$ cat src/rtl/efp_pkg.sv
package efp_pkg;
    typedef enum logic [1:0] {
        ST_IDLE   = 2'd0,
        ST_DATA   = 2'd1,
        ST_SPARE  = 2'd2,
        ST_RESULT = 2'd3
    } efp_state_e;

    localparam int WORD_W   = 32;
    localparam int FAIL_BIT = 1;
    localparam int CNT_LSB  = 16;
    localparam int CNT_W    = 8;
endpackage

$ cat src/rtl/efp_zero_count.sv
module efp_zero_count #(
    parameter int W = 32,
    localparam int ZW = $clog2(W + 1)
) (
    input  logic [W-1:0]  word,
    output logic [ZW-1:0] zeros
);
    always_comb begin
        zeros = '0;
        for (int b = 0; b < W; b++) begin
            zeros = zeros + ZW'(~word[b]);
        end
    end
endmodule

$ cat src/rtl/efp_ctrl.sv
module efp_ctrl
    import efp_pkg::*;
#(
    parameter int REGION_WORDS = 128,
    parameter int REGIONS      = 4,
    parameter int SPARE_WORDS  = 16
) (
    input  logic       clk,
    input  logic       rst_n,
    input  logic       page_start,
    input  logic       in_valid,
    output efp_state_e state,
    output logic       take,
    output logic       region_end,
    output logic       page_end
);
    localparam int WMAX = (REGION_WORDS > SPARE_WORDS) ? REGION_WORDS : SPARE_WORDS;
    localparam int WC_W = (WMAX > 1) ? $clog2(WMAX) : 1;
    localparam int RG_W = (REGIONS > 1) ? $clog2(REGIONS) : 1;
    localparam logic [WC_W-1:0] REG_LAST = WC_W'(REGION_WORDS - 1);
    localparam logic [WC_W-1:0] SPR_LAST = WC_W'(SPARE_WORDS - 1);
    localparam logic [RG_W-1:0] RGN_LAST = RG_W'(REGIONS - 1);

    efp_state_e      state_q, state_d;
    logic [WC_W-1:0] wcnt_q;
    logic [RG_W-1:0] rcnt_q;
    logic            in_page;

    assign state   = state_q;
    assign in_page = (state_q == ST_DATA) || (state_q == ST_SPARE);

    always_comb begin
        take       = in_page && in_valid && !page_start;
        region_end = take && (((state_q == ST_DATA)  && (wcnt_q == REG_LAST)) ||
                              ((state_q == ST_SPARE) && (wcnt_q == SPR_LAST)));
        page_end   = region_end && (state_q == ST_SPARE);
    end

    always_comb begin
        state_d = state_q;
        unique case (state_q)
            ST_IDLE:   if (page_start) state_d = ST_DATA;
            ST_DATA: begin
                if (page_start)
                    state_d = ST_DATA;
                else if (region_end && (rcnt_q == RGN_LAST))
                    state_d = ST_SPARE;
            end
            ST_SPARE: begin
                if (page_start)    state_d = ST_DATA;
                else if (page_end) state_d = ST_RESULT;
            end
            ST_RESULT: state_d = page_start ? ST_DATA : ST_IDLE;
        endcase
    end

    always_ff @(posedge clk or negedge rst_n) begin
        if (!rst_n) state_q <= ST_IDLE;
        else        state_q <= state_d;
    end

    always_ff @(posedge clk or negedge rst_n) begin
        if (!rst_n) begin
            wcnt_q <= '0;
            rcnt_q <= '0;
        end else if (page_start) begin
            wcnt_q <= '0;
            rcnt_q <= '0;
        end else if (take) begin
            if (region_end) begin
                wcnt_q <= '0;
                rcnt_q <= (state_q == ST_DATA && rcnt_q != RGN_LAST) ? rcnt_q + 1'b1 : '0;
            end else begin
                wcnt_q <= wcnt_q + 1'b1;
            end
        end
    end

    assert_word_in_range_R2: assert property (@(posedge clk) disable iff (!rst_n)
        (state_q == ST_DATA) |-> (wcnt_q <= REG_LAST));
    assert_spare_in_range_R2: assert property (@(posedge clk) disable iff (!rst_n)
        (state_q == ST_SPARE) |-> (wcnt_q <= SPR_LAST));
    assert_result_from_spare_R2: assert property (@(posedge clk) disable iff (!rst_n)
        (state_q == ST_RESULT) |-> ($past(state_q) == ST_SPARE));
    assert_result_single_R2: assert property (@(posedge clk) disable iff (!rst_n)
        (state_q == ST_RESULT) |=> (state_q != ST_RESULT));
endmodule

$ cat src/rtl/efp_region_acc.sv
module efp_region_acc #(
    parameter int CW     = 15,
    parameter int ZW     = 6,
    parameter int THRESH = 4
) (
    input  logic          clk,
    input  logic          rst_n,
    input  logic          clear,
    input  logic          take,
    input  logic          region_end,
    input  logic [ZW-1:0] zeros,
    input  logic          dec_take,
    input  logic [7:0]    dec_cnt,
    output logic [CW-1:0] tot_zeros,
    output logic [CW-1:0] max_zeros,
    output logic          over,
    output logic [7:0]    dec_max
);
    localparam logic [CW-1:0] LIMIT = CW'(THRESH);

    logic [CW-1:0] cur_q;
    logic [CW-1:0] cur_sum;

    assign cur_sum = cur_q + CW'(zeros);

    always_ff @(posedge clk or negedge rst_n) begin
        if (!rst_n) begin
            cur_q     <= '0;
            tot_zeros <= '0;
            max_zeros <= '0;
            over      <= 1'b0;
        end else if (clear) begin
            cur_q     <= '0;
            tot_zeros <= '0;
            max_zeros <= '0;
            over      <= 1'b0;
        end else if (take) begin
            tot_zeros <= tot_zeros + CW'(zeros);
            if (region_end) begin
                cur_q <= '0;
                if (cur_sum > max_zeros) max_zeros <= cur_sum;
                if (cur_sum > LIMIT)     over      <= 1'b1;
            end else begin
                cur_q <= cur_sum;
            end
        end
    end

    always_ff @(posedge clk or negedge rst_n) begin
        if (!rst_n)                           dec_max <= '0;
        else if (clear)                       dec_max <= '0;
        else if (dec_take && dec_cnt > dec_max) dec_max <= dec_cnt;
    end

    assert_total_covers_max_R4: assert property (@(posedge clk) disable iff (!rst_n)
        tot_zeros >= max_zeros);
    assert_over_sticky_R7: assert property (@(posedge clk) disable iff (!rst_n)
        ($past(over) && !$past(clear)) |-> over);
endmodule

$ cat src/rtl/efp_stats.sv
module efp_stats #(
    parameter int CW     = 15,
    parameter int FAIL_W = 8,
    parameter int STAT_W = 32
) (
    input  logic              clk,
    input  logic              rst_n,
    input  logic              upd,
    input  logic              ok,
    input  logic [CW-1:0]     flips,
    output logic [FAIL_W-1:0] fail_count,
    output logic [STAT_W-1:0] corrected_total
);
    localparam int SW = ((STAT_W > CW) ? STAT_W : CW) + 1;
    localparam logic [SW-1:0] STAT_MAX = SW'({STAT_W{1'b1}});

    logic [SW-1:0] sum;
    assign sum = SW'(corrected_total) + SW'(flips);

    always_ff @(posedge clk or negedge rst_n) begin
        if (!rst_n) begin
            fail_count      <= '0;
            corrected_total <= '0;
        end else if (upd) begin
            if (ok)
                corrected_total <= (sum > STAT_MAX) ? {STAT_W{1'b1}} : sum[STAT_W-1:0];
            else if (fail_count != {FAIL_W{1'b1}})
                fail_count <= fail_count + 1'b1;
        end
    end

    assert_fail_monotone_R11: assert property (@(posedge clk) disable iff (!rst_n)
        fail_count >= $past(fail_count));
    assert_stat_monotone_R10: assert property (@(posedge clk) disable iff (!rst_n)
        corrected_total >= $past(corrected_total));
endmodule

$ cat src/rtl/erased_page_filter.sv
module erased_page_filter
    import efp_pkg::*;
#(
    parameter int REGION_WORDS = 128,
    parameter int REGIONS      = 4,
    parameter int SPARE_WORDS  = 16,
    parameter int ECC_STRENGTH = 8,
    parameter int THRESH       = ECC_STRENGTH / 2,
    parameter int FAIL_W       = 8,
    parameter int STAT_W       = 32,
    localparam int TOTAL_WORDS = REGIONS * REGION_WORDS + SPARE_WORDS,
    localparam int CW_RAW      = $clog2(WORD_W * TOTAL_WORDS + 1),
    localparam int CW          = (CW_RAW > CNT_W) ? CW_RAW : CNT_W
) (
    input  logic              clk,
    input  logic              rst_n,
    input  logic              page_start,
    input  logic              in_valid,
    input  logic [31:0]       in_word,
    input  logic              dec_region_vld,
    input  logic [7:0]        dec_region_cnt,
    input  logic [31:0]       dec_status,
    output logic              res_valid,
    output logic              page_ok,
    output logic              erased,
    output logic [CW-1:0]     max_flips,
    output logic [CW-1:0]     total_flips,
    output logic [FAIL_W-1:0] fail_count,
    output logic [STAT_W-1:0] corrected_total
);
    localparam int ZW = $clog2(WORD_W + 1);

    efp_state_e    state;
    logic          take, region_end, page_end, dec_take;
    logic [ZW-1:0] zeros;
    logic [CW-1:0] tot_zeros, max_zeros;
    logic          over;
    logic [7:0]    dec_max;
    logic          fail_q;
    logic [7:0]    cnt_q;
    logic          unused_status_bits;

    assign unused_status_bits = ^{dec_status[31:CNT_LSB+CNT_W], dec_status[CNT_LSB-1:FAIL_BIT+1], dec_status[0]};
    assign dec_take = dec_region_vld && !page_start &&
                      ((state == ST_DATA) || (state == ST_SPARE));

    efp_ctrl #(
        .REGION_WORDS(REGION_WORDS), .REGIONS(REGIONS), .SPARE_WORDS(SPARE_WORDS)
    ) u_ctrl (
        .clk(clk), .rst_n(rst_n), .page_start(page_start), .in_valid(in_valid),
        .state(state), .take(take), .region_end(region_end), .page_end(page_end)
    );

    efp_zero_count #(.W(WORD_W)) u_zc (.word(in_word), .zeros(zeros));

    efp_region_acc #(.CW(CW), .ZW(ZW), .THRESH(THRESH)) u_acc (
        .clk(clk), .rst_n(rst_n), .clear(page_start), .take(take),
        .region_end(region_end), .zeros(zeros), .dec_take(dec_take),
        .dec_cnt(dec_region_cnt), .tot_zeros(tot_zeros), .max_zeros(max_zeros),
        .over(over), .dec_max(dec_max)
    );

    always_ff @(posedge clk or negedge rst_n) begin
        if (!rst_n) begin
            fail_q <= 1'b0;
            cnt_q  <= '0;
        end else if (page_end) begin
            fail_q <= dec_status[FAIL_BIT];
            cnt_q  <= dec_status[CNT_LSB +: CNT_W];
        end
    end

    always_comb begin
        res_valid   = (state == ST_RESULT);
        page_ok     = 1'b0;
        erased      = 1'b0;
        max_flips   = '0;
        total_flips = '0;
        if (res_valid) begin
            if (!fail_q) begin
                page_ok     = 1'b1;
                total_flips = CW'(cnt_q);
                max_flips   = CW'(dec_max);
            end else if (!over) begin
                page_ok     = 1'b1;
                erased      = 1'b1;
                total_flips = tot_zeros;
                max_flips   = max_zeros;
            end
        end
    end

    efp_stats #(.CW(CW), .FAIL_W(FAIL_W), .STAT_W(STAT_W)) u_stats (
        .clk(clk), .rst_n(rst_n), .upd(res_valid), .ok(page_ok), .flips(total_flips),
        .fail_count(fail_count), .corrected_total(corrected_total)
    );

    assert_erased_implies_ok_R4: assert property (@(posedge clk) disable iff (!rst_n)
        erased |-> page_ok);
    assert_result_after_word_R2: assert property (@(posedge clk) disable iff (!rst_n)
        res_valid |-> $past(in_valid));
    assert_quiet_outside_R2: assert property (@(posedge clk) disable iff (!rst_n)
        !res_valid |-> (!page_ok && !erased && total_flips == '0 && max_flips == '0));
    assert_total_covers_max_R3: assert property (@(posedge clk) disable iff (!rst_n)
        (res_valid && erased) |-> (total_flips >= max_flips));
endmodule

$ cat config.mk
export PLATFORM = sky130hd
export DESIGN_NAME = erased_page_filter
export DESIGN_NICKNAME = d
export VERILOG_FILES = /design/src/rtl/efp_pkg.sv /design/src/rtl/efp_zero_count.sv /design/src/rtl/efp_ctrl.sv /design/src/rtl/efp_region_acc.sv /design/src/rtl/efp_stats.sv /design/src/rtl/erased_page_filter.sv
export SDC_FILE = /design/constraint.sdc
export NUM_CORES = 1
export LEC_CHECK = 0
export BUFFER_PORTS_ARGS = -buffer_cell sky130_fd_sc_hd__buf_2
export CAP_MARGIN = 20
export CORE_UTILIZATION = 40
export CTS_BUF_LIST = sky130_fd_sc_hd__clkbuf_2
export DETAILED_ROUTE_END_ITERATION = 10
export GPL_TIMING_DRIVEN = 1
export PLACE_DENSITY_LB_ADDON = 0.15
export SLEW_MARGIN = 5
export SYNTH_ARGS = -nofsm -noshare
export SYNTH_HDL_FRONTEND = slang
export SYNTH_SLANG_ARGS = --single-unit
$ cat constraint.sdc
create_clock -name clk -period 6.4 [get_ports clk]
set_input_delay 0.64 -clock clk [delete_from_list [all_inputs] [get_ports clk]]
set_output_delay 0.64 -clock clk [all_outputs]
set_load 0.01 [all_outputs]
# Word level (Yosys, flattened, before mapping)
# Index checks and enable logic that the tools add are counted.
dict set report totals {
  register_bits 114
  latchBits 0
  ramBits 0
  mem_bits_ro 0
  input_bits 77
  out_inout_bits 73
  wordCells 164
  memories 0
}
dict set report op_classes {
  addsub 37
  multipliers 0
  n_div 0
  order_cmp 4
  eq_ne 11
  shift 0
  muxes 41
  bitwise_logic 33
  reduce_logical 26
}
# cell n
set op_table {}
lappend op_table {{15-bit two-way mux} 15}
lappend op_table {{1-bit inverter with 6-bit output} 32}
lappend op_table {{6-bit adder} 31}
lappend op_table {{32-bit by 15-bit adder with 33-bit output} 1}
lappend op_table {{33-bit by 32-bit > comparator with 1-bit output, second input constant} 1}
lappend op_table {{32-bit two-way mux} 1}
lappend op_table {{15-bit by 6-bit adder with 15-bit output} 2}
lappend op_table {{7-bit two-way mux} 3}
lappend op_table {{2-bit two-way mux} 9}
lappend op_table {{8-bit two-way mux} 2}
lappend op_table {{15-bit > comparator} 1}
lappend op_table {{15-bit by 3-bit > comparator with 1-bit output, second input constant} 1}
lappend op_table {{3-bit AND reduction} 4}
lappend op_table {{1-bit logical AND} 11}
lappend op_table {{1-bit two-way mux} 10}
lappend op_table {{2-bit nonzero test} 5}
lappend op_table {{8-bit by 1-bit adder with 8-bit output, second input constant} 1}
lappend op_table {{8-bit > comparator} 1}
lappend op_table {{8-bit inequality test, second input constant} 1}
lappend op_table {{2-bit one-hot mux with 4 select lines} 1}
lappend op_table {{7-bit by 1-bit adder with 7-bit output, second input constant} 1}
lappend op_table {{7-bit by 4-bit == test with 1-bit output, second input constant} 1}
lappend op_table {{7-bit == test, second input constant} 1}
lappend op_table {{2-bit == test, second input constant} 3}
lappend op_table {{10 further kinds} 13}

# Depth between registers and ports, before layout
dict set report depth {
  depth_word 38
  ltp_mapped 34
  depth_no_buf 33
}

# By module
# Synthesis repeated with hierarchy kept, for this count alone.
dict set report unflattened {
  cells_unflattened 933
  hier_area_um2 8818.5
}
# module n_inst cells_each area_each_um2 seq_area_each_um2
set by_module_without_submodules {}
lappend by_module_without_submodules {efp_region_acc 1 408 3860.0 1351.3}
lappend by_module_without_submodules {efp_stats 1 292 2643.8 1001.0}
lappend by_module_without_submodules {efp_zero_count 1 85 804.5 0.0}
lappend by_module_without_submodules {erased_page_filter 1 76 792.0 225.2}
lappend by_module_without_submodules {efp_ctrl 1 72 718.2 275.3}

# Least setup slack after synthesis
# Ideal clock, no wire load.
dict set report synth_path {
  path_type {input to register}
  startpoint {input port in_word[17]}
  endpoint {register u_acc.max_zeros[1]}
  setup_ns 0.125
  arrival_time_ns 7.651
  required_time_ns 6.275
  setup_slack_ns -1.376
  cell_stages 31
  path_buffers 0
  path_cell_list {inv_1 -> fa_1 -> fa_1 -> inv_1 -> fa_1 -> inv_1 -> fa_1 -> fa_1 -> fa_1 -> ha_1 -> inv_1 -> fa_1 -> inv_1 -> a21o_1 -> a21oi_1 -> xnor2_1 -> ha_1 -> nand2_1 -> o311a_4 -> nor2_1 -> nand3_1 -> xor2_1 -> inv_1 -> ha_1 -> nand3_1 -> o21ai_0 -> a21oi_1 -> maj3_2 -> o221ai_2 -> o211ai_4 -> mux2_4}
}
dict set report synth_via {
  elab_chain_len 21
  elab_cells_between_ends 24
  classes_between {add/sub (16); order compare (1); mux (4); bitwise (1); reduce/logical (2)}
}
# item line
set synth_lines {}
lappend synth_lines {{start: declaration} erased_page_filter.sv:19} ;# input logic [31:0] in_word,
lappend synth_lines {{1-bit inverter with 6-bit output (*)} efp_zero_count.sv:11} ;# zeros = zeros + ZW'(~word[b]);
lappend synth_lines {{6-bit adder (*) (15 in a row)} efp_zero_count.sv:11}
lappend synth_lines {{15-bit by 6-bit adder with 15-bit output (*)} efp_region_acc.sv:24} ;# assign cur_sum = cur_q + CW'(zeros);
lappend synth_lines {{branches (longest 4 deep; another with 15-bit > comparator)} n/a}
lappend synth_lines {{end signal: assignment} efp_region_acc.sv:41} ;# if (cur_sum > max_zeros) max_zeros <= cur_sum;
lappend synth_lines {{end: declaration} efp_region_acc.sv:15} ;# output logic [CW-1:0] max_zeros,
# Every way passes the cells marked *. The select of a mux whose other input is x is not followed.
# A chain may end at the register's enable or synchronous reset.

# Worst setup path in the final report
dict set report layout_path {
  startpoint {input port in_word[23]}
  endpoint {register u_acc.max_zeros[11]}
}
dict set report layout_via {
  elab_chain_len 15
  elab_cells_between_ends 18
  classes_between {add/sub (10); order compare (1); mux (4); bitwise (1); reduce/logical (2)}
}
# item line
set layout_lines {}
lappend layout_lines {{1-bit inverter with 6-bit output (*)} efp_zero_count.sv:11}
lappend layout_lines {{6-bit adder (*) (9 in a row)} efp_zero_count.sv:11}
lappend layout_lines {{15-bit by 6-bit adder with 15-bit output (*)} efp_region_acc.sv:24}
lappend layout_lines {{branches (longest 4 deep; another with 15-bit > comparator)} n/a}
# Marked as above.

==> results.md <==
- Synth async-reset ratio: 1.00
- Root Buffer: clkbuf_2
- Routed Wire Length: 19100 um
- HPWL Detailed: 15000 um
- I/O pins: 150
- Commonest non-fill, non-tap cell in the layout: buf_2
- Total gr overflow: 0
- Synth area leader: dfrtp_1
- Fin crit share: 1.08
- CP dominant cell by count: fa_1
- Clk sink count: 114
- Post-route DRC: 0
- Register clock-pin slew on the reported worst setup and hold paths: 0.18 ns
- CP Buf/Inv Count: 10
- WL/cell: 14.6 um
- PortBufs: 126
- CTS buffer count: 17
- Setup WS post-layout: -0.533 ns
- Ys Warns: 0
- H-tree levels: 4
- Max Root-Sink Buffers: 2
- P&R area growth vs syn: 21.9%
- Outcome: complete, but fails checks
- Setup CP Type: in2reg
- Nature of the critical path startpoint: primary input
- Crit path max-delay cell type: fa_1
- Failing checks: setup timing
- Cell variety after synth: 62
- Synth top area share: 0.356
- Max VDD drop: 0.000531 V
- Initial Util: 0.410
- Fill cells: 1891
- Mapped Nets: 1011
- Global placement routability congestion: 0.812
- Mapped cell area: 8000 um^2
- Die ar.: 20600 um^2
- Via count: 6565
- Max-slew headroom: 0.400
- Most frequent cells in the layout: 120 x buf_2, 114 x dfrtp_1, 80 x inv_1
- Finished Layout Cells: 1307
- Number of global-route vias before repair: 6506
- Post-Synthesis Cells: 844
- Clk_lat worst skew: 0.67 ns
- RSZ-0062 raised after global routing: yes
- Core Box Area: 19500 um^2
- Sum Neg Setup Slack: -7.71 ns
- Via density: 5.02
- GRT Total Usage: 0.200
- PD cells: 567 nW/um^2
- Crit path DAT: 7.53 ns
- Hold Crit Class: in2async
- Layout cells sized above 1: 0.274
- Crit-path max cell delay: 0.52 ns
- Die X: 143 um
- CP max FO: 7
- Post-synth top flop: dfrtp_1
- Largest net degree at the start of global routing: 66
- Initial antenna violation count: 1
- Register Area: 2850 um^2
- Syn avg cell area: 9.48 um^2
- Final Setup Violations: 15
- Final min period: 6.93 ns
- CP endpoint kind: register
- Sequential share of the synthesized area: 0.356
- Number of cell rows: 51
- Synth Register Bits: 114
- Post-synth EDFFs: 0
- Cells after DPL: 1273
- Final Skew: 0.0340 ns
- Worst EP required: 7.00 ns
- Post-route ant nets: 0
- Final hold slack: 0.0742 ns
- 1st-iter DRT viols: 293
- Final nets: 1200
- DRT Pass-1 Iters: 4
- Worst-margin pin slew: 0.900 ns
- CP delay by family, top: adder cells
- Final Hold Violating Endpoints: 0
- Area of the multi-input gates: 4850 um^2
- Synth top area cells: dfrtp_1 36%, ha_1 9.8%, fa_1 6.8%, inv_1 4.2%, nor2_1 3.8%
- Static Leak: 0.00510 uW
- Max Fclk: 144 MHz
- Max-cap viol count: 0
- First-pass GRT wire length: 32000 um
- CTS tree: built
- Die Ht: 143 um
- Final Max Slew Viols: 0
[cell families after synthesis]
logic type / synth area share
buffers and inverters: 0.0563
DFF: 0.356
adders and majority gates: 0.167
muxes: 0.0511
and+or+nand+nor: 0.160
AOI/OAI and AO/OA: 0.152
xor gates and xnor gates: 0.0575
[cell usage after synthesis (2+ instances only)]
| library cell | n |
|---|---|
| dfrtp_1 | 114 |
| inv_1 | 90 |
| nor2_1 | 82 |
| ha_1 | 63 |
| a21oi_1 | 53 |
| nand2_1 | 48 |
| xnor2_1 | 31 |
| nand3_1 | 29 |
| fa_1 | 27 |
| mux2i_1 | 24 |
| clkbuf_1 | 22 |
| a31oi_1 | 21 |
| o21ai_0 | 21 |
| a22o_1 | 19 |
| xor2_1 | 19 |
| a21o_1 | 17 |
| nand2b_1 | 15 |
| nor3_1 | 15 |
| o21ai_1 | 13 |
| and2_1 | 12 |
| and3_1 | 12 |
| nor2b_1 | 12 |
| mux2_2 | 10 |
| nand4_1 | 10 |
| o21a_1 | 7 |
| o31ai_1 | 4 |
| or3_1 | 4 |
| mux2_4 | 3 |
| o211ai_1 | 3 |
| o21bai_1 | 3 |
| a211oi_2 | 2 |
| a41oi_1 | 2 |
| and4_1 | 2 |
| buf_2 | 2 |
| nor3b_1 | 2 |
| nor4bb_1 | 2 |
| o2111ai_1 | 2 |
| o31a_1 | 2 |
| or2_2 | 2 |
[cell type report]
type | count | area share
timing repair buffer | 195 | 0.122
sequential | 114 | 0.293
clock inverter | 10 | 0.0100
antenna | 1 | 0.000257
clock buffer | 17 | 0.00872
tap | 265 | 0.0340
inverter | 90 | 0.0354
multi-input combinational | 615 | 0.497
[per-stage QoR]
step | utilization | total power [uW] | setup WS (ns) | cell area, um^2
final | 0.499 | 5530 | -0.533 | 9750
after detailed placement | 0.480 | 4950 | -1.49 | 9380
after global routing | 0.499 | 6090 | -0.798 | 9750
after global placement | 0.480 | 4880 | -1.33 | 9380
after CTS | 0.496 | 5540 | -0.501 | 9690
after floorplan | - | 3220 | -1.06 | 8050
[registers in the layout, summed over array words and instances, names as in the netlist]
name / count
cnt_q: 8
fail_q: 1
u_acc.cur_q: 15
u_acc.dec_max: 8
u_acc.max_zeros: 15
u_acc.over: 1
u_acc.tot_zeros: 15
u_ctrl.rcnt_q: 2
u_ctrl.state: 2
u_ctrl.wcnt_q: 7
u_stats.corrected_total: 32
u_stats.fail_count: 8
[where the power goes]
part | switching, uW | leakage [uW] | internal, uW | total (uW)
logic | 2040 | 0.00341 | 2290 | 4320
clock network | 266 | 0.000117 | 161 | 427
registers | 26.5 | 0.00158 | 754 | 781
total | 2330 | 0.00510 | 3200 | 5530
[repair_timing]
item	in CTS	in global routing
resized for setup	20	12
pin swaps	18	10
setup buffers	4	2
hold endpoints to repair	0	0
gates cloned	0	0
hold buffers	0	0
setup endpoints to repair	15	16
[per-layer routing]
layer / global-route usage / up-vias / routed length, um
li1: - / 3291 / -
met1: 0.261 / 3144 / 9100
met2: 0.334 / 120 / 9110
met3: 0.0403 / 10 / 715
met4: 0.0554 / 0 / 174
met5: 0 / - / 0
[worst paths after layout]
| path | from | endpoint | slack [ns] | cells after the start |
|---|---|---|---|---|
| max in group asynchronous | rst_n | u_acc.tot_zeros[2]$_DFFE_PN0P_ | 5.15 | 2 |
| max reg2reg | u_ctrl.state[1]$_DFFE_PN0P_ | u_stats.corrected_total[4]$_DFFE_PN0P_ | 2.33 | 15 |
| max | in_word[23] | u_acc.max_zeros[11]$_DFFE_PN0P_ | -0.53 | 33 |
| min in group clk | dec_status[16] | cnt_q[0]$_DFFE_PN0P_ | 0.21 | 2 |
| min reg2reg | u_ctrl.rcnt_q[0]$_DFFE_PN0P_ | u_ctrl.rcnt_q[0]$_DFFE_PN0P_ | 0.49 | 1 |
| min | rst_n | u_acc.max_zeros[0]$_DFFE_PN0P_ | 0.07 | 1 |
(Power assumes the default switching activity.)
